**config.mk**
```make
export PLATFORM = sky130hd
export DESIGN_NAME = can_bit_timer
export DESIGN_NICKNAME = d
export VERILOG_FILES = /design/src/rtl/can_bt_pkg.sv /design/src/rtl/can_bt_cfg.sv /design/src/rtl/can_bt_tq.sv /design/src/rtl/can_bt_seq.sv /design/src/rtl/can_bit_timer.sv
export SDC_FILE = /design/constraint.sdc
export NUM_CORES = 1
export LEC_CHECK = 0
export ABC_AREA = 1
export BUFFER_PORTS_ARGS = -buffer_cell sky130_fd_sc_hd__buf_2
export CAP_MARGIN = 5
export CORE_AREA = 2 2 97 99
export DETAILED_ROUTE_END_ITERATION = 8
export DIE_AREA = 0 0 99 101
export PLACE_DENSITY = 0.68
export SYNTH_ARGS = -nofsm -noshare
export SYNTH_HDL_FRONTEND = slang
export SYNTH_SLANG_ARGS = --single-unit
export TNS_END_PERCENT = 1
```
**constraint.sdc**
```tcl
create_clock -name clk -period 5.65 [get_ports clk]
set_input_delay 0.565 -clock clk [delete_from_list [all_inputs] [get_ports clk]]
set_output_delay 0.565 -clock clk [all_outputs]
set_load 0.05 [all_outputs]
```
**src/rtl/can_bt_pkg.sv**
```systemverilog
package can_bt_pkg;
  typedef enum logic [1:0] {
    SEG_SYNC = 2'd0,
    SEG_TS1  = 2'd1,
    SEG_TS2  = 2'd2
  } seg_e;
endpackage

```
**src/rtl/can_bt_cfg.sv**
```systemverilog
module can_bt_cfg #(
  parameter int BRP_W = 6,
  parameter int SJW_W = 2,
  parameter int TS1_W = 4,
  parameter int TS2_W = 3,
  localparam int PW_W = SJW_W + BRP_W,
  localparam int TW_W = 1 + TS2_W + TS1_W
) (
  input  logic             clk,
  input  logic             rst_n,
  input  logic             soft_rst,
  input  logic             presc_we,
  input  logic [PW_W-1:0]  presc_wdata,
  input  logic             tim_we,
  input  logic [TW_W-1:0]  tim_wdata,
  output logic [BRP_W-1:0] brp,
  output logic [SJW_W-1:0] sjw,
  output logic [TS1_W-1:0] tseg1,
  output logic [TS2_W-1:0] tseg2,
  output logic             triple
);

  logic             presc_en, tim_en;
  logic [BRP_W-1:0] brp_n;
  logic [SJW_W-1:0] sjw_n;
  logic [TS1_W-1:0] tseg1_n;
  logic [TS2_W-1:0] tseg2_n;
  logic             triple_n;

  assign presc_en = presc_we & soft_rst;
  assign tim_en   = tim_we & soft_rst;

  always_comb begin
    brp_n    = brp;
    sjw_n    = sjw;
    tseg1_n  = tseg1;
    tseg2_n  = tseg2;
    triple_n = triple;
    if (presc_en) begin
      brp_n = presc_wdata[BRP_W-1:0];
      sjw_n = presc_wdata[PW_W-1:BRP_W];
    end
    if (tim_en) begin
      tseg1_n  = tim_wdata[TS1_W-1:0];
      tseg2_n  = tim_wdata[TS1_W+TS2_W-1:TS1_W];
      triple_n = tim_wdata[TW_W-1];
    end
  end

  always_ff @(posedge clk or negedge rst_n) begin
    if (!rst_n) begin
      brp    <= '0;
      sjw    <= '0;
      tseg1  <= '0;
      tseg2  <= '0;
      triple <= 1'b0;
    end else begin
      brp    <= brp_n;
      sjw    <= sjw_n;
      tseg1  <= tseg1_n;
      tseg2  <= tseg2_n;
      triple <= triple_n;
    end
  end

  // configuration is frozen outside soft reset
  assert_cfg_locked_R3: assert property (@(posedge clk) disable iff (!rst_n)
    !soft_rst |=> (brp == $past(brp)) && (tseg1 == $past(tseg1)) && (sjw == $past(sjw)));

endmodule

```
**src/rtl/can_bt_tq.sv**
```systemverilog
module can_bt_tq #(
  parameter int BRP_W = 6
) (
  input  logic             clk,
  input  logic             rst_n,
  input  logic [BRP_W-1:0] brp,
  output logic             tq_tick
);

  logic [BRP_W-1:0] cnt, cnt_n;

  assign tq_tick = (cnt >= brp);

  always_comb begin
    if (tq_tick) cnt_n = '0;
    else         cnt_n = cnt + 1'b1;
  end

  always_ff @(posedge clk or negedge rst_n) begin
    if (!rst_n) cnt <= '0;
    else        cnt <= cnt_n;
  end

  // with a prescaler above one, quantum ticks are never back to back
  assert_tq_gap_R1: assert property (@(posedge clk) disable iff (!rst_n)
    (tq_tick && brp != '0 && $stable(brp)) |=> !tq_tick);

endmodule

```
**src/rtl/can_bt_seq.sv**
```systemverilog
module can_bt_seq
  import can_bt_pkg::*;
#(
  parameter int SJW_W = 2,
  parameter int TS1_W = 4,
  parameter int TS2_W = 3,
  localparam int Q_W = TS1_W + 2
) (
  input  logic             clk,
  input  logic             rst_n,
  input  logic             tq_tick,
  input  logic             rx_in,
  input  logic             hsync_en,
  input  logic [SJW_W-1:0] sjw,
  input  logic [TS1_W-1:0] tseg1,
  input  logic [TS2_W-1:0] tseg2,
  input  logic             triple,
  output logic             rx_bit,
  output logic             sample_stb,
  output logic             tx_stb,
  output logic             bit_start
);

  seg_e           seg, seg_n;
  logic [Q_W-1:0] q, q_n;
  logic [Q_W-1:0] ts1_len, ts1_len_n;
  logic [Q_W-1:0] ts2_len, ts2_len_n;
  logic [1:0]     hist, hist_n;
  logic           res_done, res_done_n;
  logic           rx_bit_n, sample_n, tx_n, bs_n;

  logic [Q_W-1:0] sjw_q, ts1_base, ts2_base, err1, len1, len2, rem2;
  logic           fall, resync_ok, vote;

  assign sjw_q     = Q_W'(sjw) + Q_W'(1);
  assign ts1_base  = Q_W'(tseg1) + Q_W'(1);
  assign ts2_base  = Q_W'(tseg2) + Q_W'(1);
  assign fall      = tq_tick & hist[0] & ~rx_in;
  assign resync_ok = fall & ~res_done & ~hsync_en;
  assign err1      = q + Q_W'(1);
  assign rem2      = ts2_len - q;
  assign vote      = triple ? ((rx_in & hist[0]) | (rx_in & hist[1]) | (hist[0] & hist[1]))
                            : rx_in;

  always_comb begin
    len1 = ts1_len;
    if (resync_ok) len1 = ts1_len + ((err1 < sjw_q) ? err1 : sjw_q);
    len2 = ts2_len;
    if (resync_ok && rem2 > sjw_q) len2 = ts2_len - sjw_q;
  end

  always_comb begin
    seg_n      = seg;
    q_n        = q;
    ts1_len_n  = ts1_len;
    ts2_len_n  = ts2_len;
    hist_n     = hist;
    res_done_n = res_done;
    rx_bit_n   = rx_bit;
    sample_n   = 1'b0;
    tx_n       = 1'b0;
    bs_n       = 1'b0;
    if (tq_tick) begin
      hist_n = {hist[0], rx_in};
      if (hsync_en && fall) begin
        seg_n      = SEG_TS1;
        q_n        = '0;
        ts1_len_n  = ts1_base;
        res_done_n = 1'b0;
        bs_n       = 1'b1;
        tx_n       = 1'b1;
      end else begin
        unique case (seg)
          SEG_SYNC: begin
            seg_n     = SEG_TS1;
            q_n       = '0;
            ts1_len_n = ts1_base;
            tx_n      = 1'b1;
          end
          SEG_TS1: begin
            ts1_len_n = len1;
            if (resync_ok) res_done_n = 1'b1;
            if (q == len1 - Q_W'(1)) begin
              seg_n     = SEG_TS2;
              q_n       = '0;
              ts2_len_n = ts2_base;
              rx_bit_n  = vote;
              sample_n  = 1'b1;
            end else begin
              q_n = q + Q_W'(1);
            end
          end
          SEG_TS2: begin
            if (resync_ok && rem2 <= sjw_q) begin
              seg_n      = SEG_TS1;
              q_n        = '0;
              ts1_len_n  = ts1_base;
              res_done_n = 1'b0;
              bs_n       = 1'b1;
              tx_n       = 1'b1;
            end else begin
              ts2_len_n = len2;
              if (resync_ok) res_done_n = 1'b1;
              if (q == len2 - Q_W'(1)) begin
                seg_n      = SEG_SYNC;
                q_n        = '0;
                res_done_n = 1'b0;
                bs_n       = 1'b1;
              end else begin
                q_n = q + Q_W'(1);
              end
            end
          end
          default: begin
            seg_n = SEG_SYNC;
            q_n   = '0;
          end
        endcase
      end
    end
  end

  always_ff @(posedge clk or negedge rst_n) begin
    if (!rst_n) begin
      seg        <= SEG_SYNC;
      q          <= '0;
      ts1_len    <= Q_W'(1);
      ts2_len    <= Q_W'(1);
      hist       <= 2'b11;
      res_done   <= 1'b0;
      rx_bit     <= 1'b1;
      sample_stb <= 1'b0;
      tx_stb     <= 1'b0;
      bit_start  <= 1'b0;
    end else begin
      seg        <= seg_n;
      q          <= q_n;
      ts1_len    <= ts1_len_n;
      ts2_len    <= ts2_len_n;
      hist       <= hist_n;
      res_done   <= res_done_n;
      rx_bit     <= rx_bit_n;
      sample_stb <= sample_n;
      tx_stb     <= tx_n;
      bit_start  <= bs_n;
    end
  end

  // the sample point never lands on a bit boundary
  assert_sample_not_boundary_R2: assert property (@(posedge clk) disable iff (!rst_n)
    sample_stb |-> !bit_start);

  // the received bit moves only with a sample strobe
  assert_rxbit_on_sample_R4: assert property (@(posedge clk) disable iff (!rst_n)
    (rx_bit != $past(rx_bit)) |-> sample_stb);

  // the quantum index stays inside the (possibly stretched) first segment
  assert_ts1_index_R6: assert property (@(posedge clk) disable iff (!rst_n)
    (seg == SEG_TS1) |-> (q < ts1_len));

  // shortening never leaves the second segment empty or overrun
  assert_ts2_index_R7: assert property (@(posedge clk) disable iff (!rst_n)
    (seg == SEG_TS2) |-> (q < ts2_len) && (ts2_len != '0));

endmodule

```
**src/rtl/can_bit_timer.sv**
```systemverilog
module can_bit_timer #(
  parameter int BRP_W = 6,
  parameter int SJW_W = 2,
  parameter int TS1_W = 4,
  parameter int TS2_W = 3,
  localparam int PW_W = SJW_W + BRP_W,
  localparam int TW_W = 1 + TS2_W + TS1_W
) (
  input  logic            clk,
  input  logic            rst_n,
  input  logic            soft_rst,
  input  logic            bus_idle,
  input  logic            presc_we,
  input  logic [PW_W-1:0] presc_wdata,
  input  logic            tim_we,
  input  logic [TW_W-1:0] tim_wdata,
  input  logic            rx_in,
  output logic            rx_bit,
  output logic            sample_stb,
  output logic            tx_stb,
  output logic            bit_start
);

  logic [BRP_W-1:0] brp;
  logic [SJW_W-1:0] sjw;
  logic [TS1_W-1:0] tseg1;
  logic [TS2_W-1:0] tseg2;
  logic             triple;
  logic             tq_tick;
  logic             hsync_en;

  assign hsync_en = soft_rst | bus_idle;

  can_bt_cfg #(.BRP_W(BRP_W), .SJW_W(SJW_W), .TS1_W(TS1_W), .TS2_W(TS2_W)) u_cfg (
    .clk(clk), .rst_n(rst_n), .soft_rst(soft_rst),
    .presc_we(presc_we), .presc_wdata(presc_wdata),
    .tim_we(tim_we), .tim_wdata(tim_wdata),
    .brp(brp), .sjw(sjw), .tseg1(tseg1), .tseg2(tseg2), .triple(triple)
  );

  can_bt_tq #(.BRP_W(BRP_W)) u_tq (
    .clk(clk), .rst_n(rst_n), .brp(brp), .tq_tick(tq_tick)
  );

  can_bt_seq #(.SJW_W(SJW_W), .TS1_W(TS1_W), .TS2_W(TS2_W)) u_seq (
    .clk(clk), .rst_n(rst_n), .tq_tick(tq_tick), .rx_in(rx_in),
    .hsync_en(hsync_en), .sjw(sjw), .tseg1(tseg1), .tseg2(tseg2), .triple(triple),
    .rx_bit(rx_bit), .sample_stb(sample_stb), .tx_stb(tx_stb), .bit_start(bit_start)
  );

endmodule

```
-- Yosys cells after proc, flatten, opt, wreduce, memory -nomap -nowiden
Cells that the tools add are included.
- flip-flop bits (word level): 49
- output and inout port bits: 4
- logic and storage cells: 106
- add/sub/neg operators: 10
- $lt $le $gt $ge: 4
- eq/ne operators: 9
- multiplexer cells: 39
- bitwise operators: 16
- reduce and logical (&&, ||, !) cells: 12
- operators with widths (operator ; number):
    2-to-1 mux 6 bit ; 12
    case mux 6 bit (2 select lines) ; 2
    case mux 6 bit (3 select lines) ; 1
    2-to-1 mux 1 bit ; 17
    adder 6 x 1 -> 6 bit (second input constant) ; 2
    equality test 6 bit ; 2
    subtractor 6 x 1 -> 6 bit (second input constant) ; 2
    subtractor 6 bit ; 2
    AND 1 bit ; 9
    2-to-1 mux 2 bit ; 4
    adder 6 bit ; 1
    greater-or-equal comparator 6 bit ; 1
    greater-than comparator 6 bit ; 1
    <= comparator 6 bit ; 1
    less-than comparator 6 bit ; 1
    inequality test 3 x 1 -> 1 bit (second input constant) ; 2
    case mux 2 bit (3 select lines) ; 1
    AND reduction 3 bit ; 2
    adder 4 x 1 -> 5 bit (second input constant) ; 1
    AND reduction 5 bit ; 1
    adder 3 x 1 -> 4 bit (second input constant) ; 1
    inequality test 4 x 1 -> 1 bit (second input constant) ; 1
    NOT 1 bit ; 4
    case mux 1 bit (2 select lines) ; 2
    other kinds (13) ; 17

-- Logic depth before layout (Yosys ltp)
Gate-level depths: netlist (run 1).
- word-level depth: 14
- depth in mapped cells: 28
- gate-level depth less buffers: 28

-- Modules after synthesis
From an unflattened synthesis (run 1), not the netlist that was laid out.
- cell total of the unflattened synthesis: 530
- area total of the unflattened synthesis: 3925.0 µm²
- modules (own cells, without submodules) (module ; instances ; cells each ; area each (µm²) ; sequential area each (µm²)):
    can_bt_seq ; 1 ; 400 ; 2763.9 ; 681.9
    can_bt_cfg ; 1 ; 70 ; 716.9 ; 400.4
    can_bt_tq ; 1 ; 57 ; 432.9 ; 150.1
    can_bit_timer ; 1 ; 3 ; 11.3 ; 0.0

-- Least setup slack after synthesis (run 1)
Ideal clock, no wire load.
- kind: register -> register
- start point: register u_cfg.sjw[0]
- end point: register u_seq.ts2_len[3]
- library setup time: 0.123 ns
- data arrival time: 3.644 ns
- required time: 5.527 ns
- slack: 1.882 ns
- cell stages (with the launch flop): 27
- buffers on the path: 1
- cell sequence: dfrtp_1 > ha_1 > inv_1 > ha_1 > o21ai_0 > nand2_1 > nand2_1 > nand4_1 > nand2_1 > o21ai_0 > ha_1 > fa_1 > inv_1 > nand2_1 > o21ai_2 > ha_1 > xor2_1 > o21ai_0 > nor2_1 > nand3_1 > nor2_2 > nand3_4 > nand2_4 > nand3_2 > buf_6 > nand2_2 > o21ai_2
- word-level cells in the longest chain between the ends: 9
- elaborated cells on any way between the ends: 18
- those cells by class: add/sub: 4; order compare: 3; eq/ne: 3; mux: 5; reduce/logical: 3
- RTL lines (what ; line ; source):
    from (decl) ; can_bt_cfg.sv:17 ; output logic [SJW_W-1:0] sjw,
    from (signal assigned) ; can_bt_cfg.sv:59 ; sjw <= sjw_n;
    adder 2 x 1 -> 3 bit * ; can_bt_seq.sv:35 ; assign sjw_q = Q_W'(sjw) + Q_W'(1);
    less-than comparator 6 bit ; can_bt_seq.sv:47 ; if (resync_ok) len1 = ts1_len + ((err1 < sjw_q) ? err1 : sjw_q);
    2-to-1 mux 6 bit ; can_bt_seq.sv:47 ;
    adder 6 bit ; can_bt_seq.sv:47 ;
    2-to-1 mux 6 bit ; can_bt_seq.sv:47 ;
    subtractor 6 x 1 -> 6 bit ; can_bt_seq.sv:83 ; if (q == len1 - Q_W'(1)) begin
    equality test 6 bit ; can_bt_seq.sv:83 ;
    inequality test 2 x 1 -> 1 bit (no source line) ; - ;
    AND reduction 5 bit (no source line) ; - ;
    to (signal assigned) ; can_bt_seq.sv:139 ; ts2_len <= ts2_len_n;
    to (decl) ; can_bt_seq.sv:27 ; logic [Q_W-1:0] ts2_len, ts2_len_n;
Mark *: on every way between the ends. The rest lies on a longest branch, timed or not. The select of a mux whose other input is x is not followed.
A chain may end at the register's enable or synchronous reset.

-- Worst setup path in the final report (run 1)
- start point: register u_seq.q[1]
- end point: register u_seq.ts2_len[3]
- word-level cells in the longest chain between the ends: 9
- elaborated cells on any way between the ends: 18
- those cells by class: add/sub: 4; order compare: 3; eq/ne: 3; mux: 5; reduce/logical: 3
- RTL lines (what ; line ; source):
    from (decl) ; can_bt_seq.sv:25 ; logic [Q_W-1:0] q, q_n;
    from (signal assigned) ; can_bt_seq.sv:137 ; q <= q_n;
    adder 6 x 1 -> 6 bit ; can_bt_seq.sv:40 ; assign err1 = q + Q_W'(1);
    less-than comparator 6 bit ; can_bt_seq.sv:47 ;
    2-to-1 mux 6 bit ; can_bt_seq.sv:47 ;
    adder 6 bit ; can_bt_seq.sv:47 ;
    2-to-1 mux 6 bit ; can_bt_seq.sv:47 ;
    subtractor 6 x 1 -> 6 bit ; can_bt_seq.sv:83 ;
    equality test 6 bit ; can_bt_seq.sv:83 ;
    inequality test 2 x 1 -> 1 bit (no source line) ; - ;
    AND reduction 5 bit (no source line) ; - ;
Parallel ways exist; a longest one is shown, timed or not. The select of a mux whose other input is x is not followed.

==> run summary, run 1 <==
result of the run = finished clean
Critical R2R Capture = u_seq.ts2_len[3]
peak supply drop = 0.236 mV
number of inserted filler cells in the final layout = 869
internal portion of total power = 1.11 mW
critical path fanouts, max = 11
drt drc = 0
total wirelength of the detailed-routed design = 8170 um
most common cell after layout, fill and taps aside = sky130_fd_sc_hd__nand2_1
average cell area after synthesis = 7.59 um^2
area of the die = 0.0100 mm^2
Tot GR Track Use = 0.176
maximum number of pins on one net before global-route repair = 50
post-DP HPWL = 6460 um
Final Hold Violating Endpoints = 0
antenna-violating nets left = 0
commonest cells after routing, fill and taps aside = sky130_fd_sc_hd__nand2_1 (122), sky130_fd_sc_hd__inv_1 (78), sky130_fd_sc_hd__dfrtp_1 (44)
Clock Power Share = 0.119
deepest clock path buffer count = 2
Row Count = 35
worst reg2reg path startpoint = u_seq.q[1]
number of input and output port buffers inserted = 26
fraction of power consumed by combinational cells = 0.617
r2r worst-path depth = 24
static leakage = 2.26 nW
iteration count of the initial detailed-routing pass = 4
clock latency reported for the late side of the worst-skew pair = 0.30 ns
startpoint types = register
Synth Register Bits = 49
via count normalized by instance count = 5.05
Placer Congestion = 0.826
clock slew seen by the registers of the worst setup and hold paths = 0.09 ns
antenna violations before repair = 0
number of gates given a new drive strength after cts = 0
switching power = 1.10 mW
x dimension of the die = 99 um
starting density of the core = 0.435
Inserted Clock Buffers = 5
start point of the critical path = u_seq.q[1]
total power density per cell area = 520 mW/mm^2
Crit Path Category = reg2reg
WL per Instance = 12.5 um
count of final max-slew check failures = 0
residual overflow from global routing = 0
via total after detailed routing = 3,295
Worst Tran Pin Value = 1.10 ns
post-route clock skew = 0.00496 ns
sequential fraction of the synthesis area = 0.316
Synth warnings = 0
post-route fraction of the period consumed by the critical path = 0.749
setup violators final = 0
total standard cell area after synthesis = 0.00390 mm^2
Req. time, crit path = 5.84 ns
CTS Hold Buffers Added = 0
Data arrival, critical path = 4.42 ns
register-to-register setup slack = 1.42 ns
# clock sinks = 49
Maximum Capacitance Violations = 0
sequential share of power = 0.263
final sum of negative setup slack = 0 ns
H-tree levels = 2
CTS tree = yes
wire length of the first global-routing pass = 14,400 um
unrepaired setup endpoints after global routing = false
die span in y = 101 um
antenna cells = 0
Post CTS Setup Buffer Count = 0
max-slew headroom at the worst pin = 0.264
IO Pins = 27
number of instances in the synthesized netlist = 514
via count of the first global-routing pass = 3,256
classification of the worst-slack hold path = in2async
root buffer cell = sky130_fd_sc_hd__clkbuf_8
Synth cell types = 40
fraction of final layout cells sized beyond drive strength 1 = 0.181
capturing element type of the critical path = register
overall power of the completed layout = 2.21 mW
number of nets in the final layout = 602
Highest Clock Rate = 236 MHz
signed area change from the synthesized netlist to the final layout = 8.82%
switching power as a share of total power = 0.497
core outline area = 0.00898 mm^2
number of violations reported at the end of detailed-routing iteration 0 = 125
final worst path period need = 4.23 ns
per-stage QoR:
step	util	hold slack (ns)	worst slack (ns)	area, um^2	instances
6_report	0.473	0.465	1.42	4250	653
5_1_grt	0.473	0.487	0.962	4250	653
4_1_cts	0.473	0.481	1.40	4250	653
3_5_place_dp	0.460	0.474	1.43	4130	645
3_3_place_gp	0.460	0.462	1.55	4130	645
2_1_floorplan	-	0.269	1.88	3910	515
registers in the layout, summed over array words and instances, names as in the netlist:
name,flops
u_cfg.sjw,2
u_seq.ts1_len,6
u_cfg.triple,1
u_seq.seg,2
u_seq.sample_stb,1
u_seq.res_done,1
u_seq.tx_stb,1
u_seq.hist,2
u_tq.cnt,6
u_cfg.tseg2,3
u_cfg.brp,6
u_seq.rx_bit,1
u_seq.ts2_len,6
u_seq.q,6
u_seq.bit_start,1
u_cfg.tseg1,4
power groups by stage:
stage                     logic (mW)  registers [mW]  clock network (mW)
after floorplan                 1.09           0.574                   0
after global placement          1.33           0.583                   0
after detailed placement        1.36           0.588                   0
after CTS                       1.37           0.581               0.271
after global routing            1.61           0.598               0.284
final                           1.36           0.582               0.263
final cells by class:
cell class / instances / area, um^2 / share of cell area
timing repair buffer: 26 / 130 / 0.0306
tap: 111 / 139 / 0.0327
clock inverter: 1 / 30.0 / 0.00707
inverter: 83 / 312 / 0.0734
multi-input combinational: 376 / 2320 / 0.546
sequential: 49 / 1230 / 0.290
clock buffer: 7 / 86.3 / 0.0203
cell families (layout without fill, tap and decap cells):
kind of cell,count (synthesis),after routing,share of synthesized area
and+or+nand+nor,234,234,0.282
buffers and inverters,90,117,0.0914
AOI/OAI and AO/OA,77,77,0.121
DFF,49,49,0.316
adders and majority gates,38,38,0.128
xor gates and xnor gates,19,19,0.0446
muxes,6,6,0.0173
other,1,2,0.000961
per-layer routing:
layer	GRT usage	wire length, um	vias to the layer above
li1	-	-	1698
met1	0.218	3740	1531
met2	0.321	4060	55
met3	0.0208	243	11
met4	0.0527	123	0
met5	0	0	-
Yosys cell counts:
library cell / count / area [um^2]
sky130_fd_sc_hd__o31ai_1: 2 / 15.0
sky130_fd_sc_hd__nor2_8: 1 / 20.0
sky130_fd_sc_hd__a211oi_1: 1 / 7.51
sky130_fd_sc_hd__xnor2_1: 3 / 26.3
sky130_fd_sc_hd__fa_1: 3 / 60.1
sky130_fd_sc_hd__buf_8: 1 / 15.0
sky130_fd_sc_hd__or2_1: 1 / 6.26
sky130_fd_sc_hd__buf_6: 1 / 11.3
sky130_fd_sc_hd__and3_1: 1 / 6.26
sky130_fd_sc_hd__a21oi_2: 2 / 17.5
sky130_fd_sc_hd__o21ai_0: 26 / 130
sky130_fd_sc_hd__a31oi_1: 1 / 6.26
sky130_fd_sc_hd__nand3_1: 31 / 155
sky130_fd_sc_hd__nand3_4: 2 / 35.0
sky130_fd_sc_hd__nand3_2: 5 / 50.1
sky130_fd_sc_hd__inv_1: 78 / 293
sky130_fd_sc_hd__xor2_2: 1 / 16.3
sky130_fd_sc_hd__inv_2: 3 / 11.3
sky130_fd_sc_hd__nor2_2: 3 / 18.8
sky130_fd_sc_hd__o21ai_2: 17 / 149
sky130_fd_sc_hd__o21ai_1: 3 / 15.0
sky130_fd_sc_hd__a41oi_1: 1 / 8.76
sky130_fd_sc_hd__clkinv_1: 2 / 7.51
sky130_fd_sc_hd__xor2_1: 15 / 131
sky130_fd_sc_hd__nor3_1: 2 / 10.0
sky130_fd_sc_hd__conb_1: 1 / 3.75
sky130_fd_sc_hd__nand2_2: 17 / 106
sky130_fd_sc_hd__nand3b_1: 4 / 30.0
sky130_fd_sc_hd__dfrtp_1: 44 / 1100
sky130_fd_sc_hd__a21oi_1: 23 / 115
sky130_fd_sc_hd__mux2_2: 6 / 67.6
sky130_fd_sc_hd__nor3_2: 1 / 10.0
sky130_fd_sc_hd__ha_1: 35 / 438
sky130_fd_sc_hd__o211ai_1: 1 / 7.51
sky130_fd_sc_hd__nand2_4: 2 / 22.5
sky130_fd_sc_hd__nand4_1: 5 / 31.3
sky130_fd_sc_hd__nand2_1: 122 / 458
sky130_fd_sc_hd__dfstp_2: 5 / 131
sky130_fd_sc_hd__nor2_1: 37 / 139
sky130_fd_sc_hd__clkbuf_1: 5 / 18.8
worst max path at each step:
stage	to	slack, ns	cells past startpoint
3_5_place_dp	u_seq.ts2_len[3]	1.43	25
2_1_floorplan	u_seq.ts2_len[3]	1.88	26
3_3_place_gp	u_seq.ts2_len[3]	1.55	25
4_1_cts	u_seq.ts2_len[3]	1.40	25
6_report	u_seq.ts2_len[3]	1.42	24
5_1_grt	u_seq.ts2_len[4]	0.96	24
critical path, cell delays in order, from the launching register on:
cell and delay (ns):
sky130_fd_sc_hd__dfrtp_1 0.49, sky130_fd_sc_hd__ha_1 0.35, sky130_fd_sc_hd__ha_1 0.27, sky130_fd_sc_hd__o21ai_0 0.08, sky130_fd_sc_hd__nand2_1 0.06, sky130_fd_sc_hd__nand2_1 0.06
sky130_fd_sc_hd__nand4_1 0.19, sky130_fd_sc_hd__nand2_1 0.10, sky130_fd_sc_hd__o21ai_0 0.09, sky130_fd_sc_hd__ha_1 0.23, sky130_fd_sc_hd__fa_1 0.48, sky130_fd_sc_hd__inv_1 0.04
sky130_fd_sc_hd__nand2_1 0.07, sky130_fd_sc_hd__o21ai_2 0.08, sky130_fd_sc_hd__ha_1 0.31, sky130_fd_sc_hd__xor2_1 0.13, sky130_fd_sc_hd__o21ai_0 0.09, sky130_fd_sc_hd__nor2_1 0.10
sky130_fd_sc_hd__nand3_1 0.10, sky130_fd_sc_hd__nor2_2 0.13, sky130_fd_sc_hd__nand3_4 0.11, sky130_fd_sc_hd__nand2_4 0.09, sky130_fd_sc_hd__nand3_2 0.27, sky130_fd_sc_hd__nand2_2 0.15
sky130_fd_sc_hd__o21ai_2 0.06
Note: power is estimated with default switching activity, not from simulation.
==> inputs of run 2 (changes only) <==
- ABC_AREA: 1 -> 0
- CORE_AREA: 2 2 97 99 -> 2 2 99 101
- DIE_AREA: 0 0 99 101 -> 0 0 101 103
- PLACE_DENSITY: 0.68 -> 0.71
- clock period: 5.65 -> 3.6 ns (I/O delays scaled with it)
==> run 2 against run 1 <==
  * The flow now finishes with violations (negative setup slack)
  * Fmax fell by 13%
  * Core utilization grew 9.5 points
  * Critical path depth shrank 7
  * Worst hold slack worse by 0.45 ns
  * Sequential share of layout area shrank 6.1 points
  * Area after synthesis grew 5.5%
  * Die area up 4.0%
  * Critical path type unchanged
==> run summary, run 2 <==
CTS Hold Buffers Added = 0
Data arrival, critical path = 5.10 ns
Final Hold Violating Endpoints = 0
WL per Instance = 16.3 um
overall power of the completed layout = 5.11 mW
startpoint types = register
antenna cells = 0
static leakage = 2.47 nW
drt drc = 0
residual overflow from global routing = 0
# clock sinks = 49
Cell Area, Placed = 0.00505 mm^2
Synth warnings = 0
post-route fraction of the period consumed by the critical path = 1.35
final worst path period need = 4.85 ns
Highest Clock Rate = 206 MHz
dominant cells by area after synthesis = sky130_fd_sc_hd__dfrtp_1 (27%), sky130_fd_sc_hd__ha_1 (11%), sky130_fd_sc_hd__mux2_2 (6.0%), sky130_fd_sc_hd__dfstp_2 (3.2%), sky130_fd_sc_hd__xnor2_1 (3.2%)
Synth Register Bits = 49
most common cell after layout, fill and taps aside = sky130_fd_sc_hd__buf_4
wire length of the first global-routing pass = 17,900 um
max-slew headroom at the worst pin = 0.574
minimum hold slack = 0.0187 ns
setup violators final = 18
deepest clock path buffer count = 2
root buffer cell = sky130_fd_sc_hd__clkbuf_8
peak supply drop = 0.482 mV
cell type with the largest total area after synthesis = sky130_fd_sc_hd__dfrtp_1
Synth cell types = 81
async set-reset flop share out of synthesis = 1.00
core outline area = 0.00946 mm^2
unrepaired setup endpoints after global routing = true
x dimension of the die = 101 um
number of enable-type register cells in the synthesized netlist = 0
list of most frequent post-synthesis cells = sky130_fd_sc_hd__dfrtp_1 (44), sky130_fd_sc_hd__ha_1 (35), sky130_fd_sc_hd__nand2_1 (33)
classification of the worst-slack hold path = in2async
number of inserted filler cells in the final layout = 822
clock slew seen by the registers of the worst setup and hold paths = 0.11 ns
capturing element type of the critical path = register
Req. time, crit path = 3.85 ns
register-to-register setup slack = -1.25 ns
antenna violations before repair = 0
total wirelength of the detailed-routed design = 11,000 um
Inserted Clock Buffers = 5
Crit Path Category = reg2reg
cell-by-cell trace of the critical path = ha_1, inv_2, ha_4, a21o_1, a211oi_4, mux2i_1, ha_2, fa_2, or3_4, xnor2_2, a21oi_2, xnor2_1, nand2_1, or4_4, a221o_2, nor3_1, a211o_1
number of instances in the synthesized netlist = 432
Finished Cell Area = 0.00538 mm^2
die span in y = 103 um
share of Yosys cell area claimed by the top area cell type = 0.268
number of violations reported at the end of detailed-routing iteration 0 = 173
Tot GR Track Use = 0.215
Maximum Capacitance Violations = 0
total power density per cell area = 951 mW/mm^2
CTS tree = yes
total standard cell area after synthesis = 0.00412 mm^2
number of nets in the final layout = 620
iteration count of the initial detailed-routing pass = 4
Worst Tran Pin Value = 0.639 ns
number of input and output port buffers inserted = 26
via count of the first global-routing pass = 3,874
starting density of the core = 0.435
clock latency reported for the late side of the worst-skew pair = 0.31 ns
IO Pins = 27
least setup slack across all paths after layout = -1.25 ns
average cell area after synthesis = 9.53 um^2
count of final max-slew check failures = 0
maximum number of pins on one net before global-route repair = 30
stage delay of the slowest cell on the critical path = 0.57 ns
final sum of negative setup slack = -17.61 ns
Worst path top cell family by delay = simple AND/OR/NAND/NOR gates
failing checks = negative setup slack
antenna-violating nets left = 0
post-DP HPWL = 8330 um
Row Count = 36
area of the die = 0.0104 mm^2
H-tree levels = 2
critical path fanouts, max = 8
Critical-path top delay cell = sky130_fd_sc_hd__or4_4
fraction of final layout cells sized beyond drive strength 1 = 0.413
commonest cells after routing, fill and taps aside = sky130_fd_sc_hd__buf_4 (104), sky130_fd_sc_hd__dfrtp_1 (44), sky130_fd_sc_hd__nand2_1 (32)
via total after detailed routing = 3,785
post-route clock skew = 0.0118 ns
sequential fraction of the synthesis area = 0.299
Placer Congestion = 0.914
most frequently used flop master after synthesis = sky130_fd_sc_hd__dfrtp_1
result of the run = complete, but fails checks
Bufs and invs on worst path = 1
via count normalized by instance count = 5.62
signed area change from the synthesized netlist to the final layout = 30.6%
most repeated cell in the gate-level netlist after synthesis = sky130_fd_sc_hd__dfrtp_1
==> run 2: cell count changes after synthesis, sizes merged, moves of 6 or more <==
cell	previous run	this run
nand2	141	33
nand3	38	13
xnor2	3	15
nor2	41	27
nor3	3	12
mux2i	0	8
nand2b	0	6
inv	81	25
a211oi	1	9
mux2	6	23
o21ai	46	24
a21o	0	7
==> run 2: worst register-to-register path, delay by kind of cell (launching register included) <==
kind                     cells  cell delay [ns]
AND/OR/NAND/NOR              4             1.29
AO/OA/AOI/OAI                5             1.28
adder cells (fa/ha/maj)      4             1.20
flip-flops                   1             0.39
XOR/XNOR                     2             0.29
multiplexers                 1             0.28
buffers and inverters        1             0.08
==> run 2: logic make-up after synthesis <==
logic type | after synthesis | synth area share
other | 1 | 0.000911
muxes | 31 | 0.0863
and+or+nand+nor | 125 | 0.159
adders and majority gates | 38 | 0.121
buffers and inverters | 39 | 0.0465
DFF | 49 | 0.299
xor gates and xnor gates | 31 | 0.0711
AOI/OAI and AO/OA | 118 | 0.216
==> run 2: metal layers <==
layer	up-vias	GRT usage	wire length (um)
met5	-	0	0
met1	1816	0.274	4680
li1	1826	-	-
met4	0	0.0520	214
met2	118	0.394	5610
met3	25	0.0210	478
==> run 2: final cells by class <==
cell class / count / area, um^2 / share of cell area
inverter: 25 / 93.8 / 0.0175
clock buffer: 6 / 82.6 / 0.0154
multi-input combinational: 345 / 2860 / 0.532
tap: 114 / 143 / 0.0265
timing repair buffer: 133 / 945 / 0.176
clock inverter: 2 / 17.5 / 0.00326
sequential: 49 / 1230 / 0.229
==> run 2: per-stage QoR <==
| step | std cells | worst slack (ns) | utilization |
|---|---|---|---|
| after floorplan | 433 | -0.969 | - |
| after global placement | 655 | -1.08 | 0.534 |
| after detailed placement | 655 | -1.23 | 0.534 |
| after CTS | 671 | -1.19 | 0.558 |
| after global routing | 674 | -1.41 | 0.568 |
| final | 674 | -1.25 | 0.568 |
==> run 2: final timing paths <==
kind | startpoint | end | cells after the start
hold / removal | rst_n | u_seq.ts2_len[5] | 1
max in group asynchronous | rst_n | u_seq.hist[1] | 2
setup / recovery | u_cfg.sjw[1] | u_seq.ts2_len[2] | 17
hold reg to reg | u_seq.hist[1] | u_seq.hist[1] | 2
min in group clk | tim_wdata[2] | u_cfg.tseg1[2] | 2
setup reg to reg | u_cfg.sjw[1] | u_seq.ts2_len[2] | 17
==> run 2: timing repair <==
action                                  4_1_cts  5_1_grt
setup buffers                                 8        3
pin swaps                                    23       15
gates resized for setup                      13       20
endpoints found under the setup margin       24       24
==> run 2: power breakdown <==
| group | total [mW] | leakage, nW | switching (mW) | internal, mW |
|---|---|---|---|---|
| registers | 0.854 | 0.604 | 0.136 | 0.718 |
| logic | 3.89 | 1.81 | 1.99 | 1.90 |
| clock network | 0.367 | 0.0518 | 0.207 | 0.160 |
==> inputs of run 3 (changes only) <==
- CELL_PAD_IN_SITES_DETAIL_PLACEMENT: default -> 0
- CELL_PAD_IN_SITES_GLOBAL_PLACEMENT: default -> 2
- CORE_AREA: 2 2 99 101 -> 2 2 110 112
- CTS_CLUSTER_DIAMETER: default -> 200
- DIE_AREA: 0 0 101 103 -> 0 0 112 114
- PLACE_DENSITY: 0.71 -> 0.84
==> run 3 against run 2 <==
  * The flow still finishes with violations (negative setup slack)
  * Global-route usage fell by 3.1 points
  * Die area grew 23%
  * Sequential share of layout area decreased by 0.64 points
  * Clock power up 43%
  * Routed wire length increased by 3.5%
  * Via count down 2.0%
  * Setup slack improved by 0.11 ns
  * Critical path type unchanged
==> run summary, run 3 (same netlist as run 2, synthesis figures left out) <==
via count of the first global-routing pass = 3,799
unrepaired setup endpoints after global routing = true
Row Count = 40
drt drc = 0
H-tree levels = 2
critical path fanouts, max = 5
startpoint types = register
WL per Instance = 16.0 um
peak supply drop = 0.447 mV
Crit Path Category = reg2reg
IO Pins = 27
wire length of the first global-routing pass = 18,700 um
post-route fraction of the period consumed by the critical path = 1.32
number of input and output port buffers inserted = 26
count of final max-slew check failures = 0
overall power of the completed layout = 5.26 mW
minimum hold slack = 0.0454 ns
residual overflow from global routing = 0
Final Hold Violating Endpoints = 0
antenna-violating nets left = 0
post-route clock skew = 0.00580 ns
number of nets in the final layout = 622
# clock sinks = 49
clock slew seen by the registers of the worst setup and hold paths = 0.07 ns
area of the die = 0.0128 mm^2
signed area change from the synthesized netlist to the final layout = 34.4%
Cell Area, Placed = 0.00514 mm^2
classification of the worst-slack hold path = in2async
CTS tree = yes
Tot GR Track Use = 0.184
via total after detailed routing = 3,710
failing checks = negative setup slack
Req. time, crit path = 3.79 ns
final worst path period need = 4.74 ns
capturing element type of the critical path = register
clock latency reported for the late side of the worst-skew pair = 0.30 ns
root buffer cell = sky130_fd_sc_hd__clkbuf_16
number of violations reported at the end of detailed-routing iteration 0 = 167
static leakage = 2.51 nW
Highest Clock Rate = 211 MHz
total power density per cell area = 951 mW/mm^2
core outline area = 0.0117 mm^2
post-DP HPWL = 8860 um
total wirelength of the detailed-routed design = 11,400 um
iteration count of the initial detailed-routing pass = 4
number of inserted filler cells in the final layout = 1,135
fraction of final layout cells sized beyond drive strength 1 = 0.422
Placer Congestion = 0.851
result of the run = complete, but fails checks
max-slew headroom at the worst pin = 0.617
Worst Tran Pin Value = 0.574 ns
number of placed cells counting well taps = 695
Maximum Capacitance Violations = 0
most common cell after layout, fill and taps aside = sky130_fd_sc_hd__buf_4
die span in y = 114 um
final standard cell count with taps included and fillers excluded = 709
deepest clock path buffer count = 2
least setup slack across all paths after layout = -1.14 ns
via count normalized by instance count = 5.23
Data arrival, critical path = 4.93 ns
Inserted Clock Buffers = 5
starting density of the core = 0.351
antenna violations before repair = 0
x dimension of the die = 112 um
antenna cells = 0
Post-Place Worst Slack = -1.23 ns
commonest cells after routing, fill and taps aside = sky130_fd_sc_hd__buf_4 (106), sky130_fd_sc_hd__dfrtp_1 (44), sky130_fd_sc_hd__nand2_1 (32)
maximum number of pins on one net before global-route repair = 30
Finished Cell Area = 0.00553 mm^2
setup violators final = 18
## run 3: report_power, final
part           internal [mW]  total, mW  switching [mW]
clock network          0.299      0.525           0.226
registers              0.719      0.847           0.128
logic                   1.90       3.89            1.98
## run 3: layout make-up
class                   instances  area [um^2]  area share
repair buffers                134          948       0.171
well taps                     147          184      0.0333
flip-flops and latches         49         1230       0.223
multi-input cells             346         2910       0.526
clock inverters                 1         8.76     0.00158
clock buffers                   7          153      0.0276
inverters                      25         93.8      0.0170
## run 3: stage by stage
stage,setup TNS [ns],util
after floorplan,-13.18,-
after global placement,-16.35,0.439
after detailed placement,-18.49,0.439
after CTS,-16.90,0.466
after global routing,-21.87,0.472
final,-17.01,0.472
## run 3: timing repair
| item | CTS | global route |
|---|---|---|
| hold buffers | 0 | 0 |
| setup buffers | 5 | 0 |
| pin swaps | 21 | 9 |
| gates cloned | 1 | 0 |
| setup endpoints to repair | 24 | 25 |
| resized for setup | 22 | 16 |
| hold endpoints to repair | 0 | 0 |
## run 3: worst max-delay path, stage by stage (launching register included)
cell,delay [ns]
sky130_fd_sc_hd__dfrtp_1,0.38
sky130_fd_sc_hd__ha_1,0.30
sky130_fd_sc_hd__inv_2,0.09
sky130_fd_sc_hd__ha_4,0.20
sky130_fd_sc_hd__a21o_1,0.20
sky130_fd_sc_hd__a211oi_4,0.31
sky130_fd_sc_hd__mux2i_1,0.25
sky130_fd_sc_hd__ha_2,0.23
sky130_fd_sc_hd__fa_2,0.47
sky130_fd_sc_hd__or3_4,0.42
sky130_fd_sc_hd__xnor2_2,0.15
sky130_fd_sc_hd__a21oi_2,0.14
sky130_fd_sc_hd__xnor2_1,0.13
sky130_fd_sc_hd__nand2_1,0.08
sky130_fd_sc_hd__or4_4,0.58
sky130_fd_sc_hd__a221o_2,0.43
sky130_fd_sc_hd__a211o_1,0.28
## run 3: metal layers
layer,global-route usage,part of all wire,wire [um]
met1,0.238,0.45,5160
met2,0.318,0.49,5550
met3,0.0223,0.034,389
met4,0.0683,0.024,272
met5,0,0,0
## run 3: path summary, 6_finish.rpt
check / endpoint / slack [ns] / cells after the start / start
min reg2reg: u_seq.hist[1] / 0.47 / 2 / u_seq.hist[1]
max: u_seq.ts2_len[2] / -1.14 / 16 / u_cfg.sjw[1]
max in group asynchronous: u_seq.hist[1] / 2.71 / 2 / rst_n
min: u_seq.ts2_len[5] / 0.05 / 1 / rst_n
max reg2reg: u_seq.ts2_len[2] / -1.14 / 16 / u_cfg.sjw[1]
min in group clk: u_cfg.brp[3] / 0.29 / 2 / presc_wdata[3]
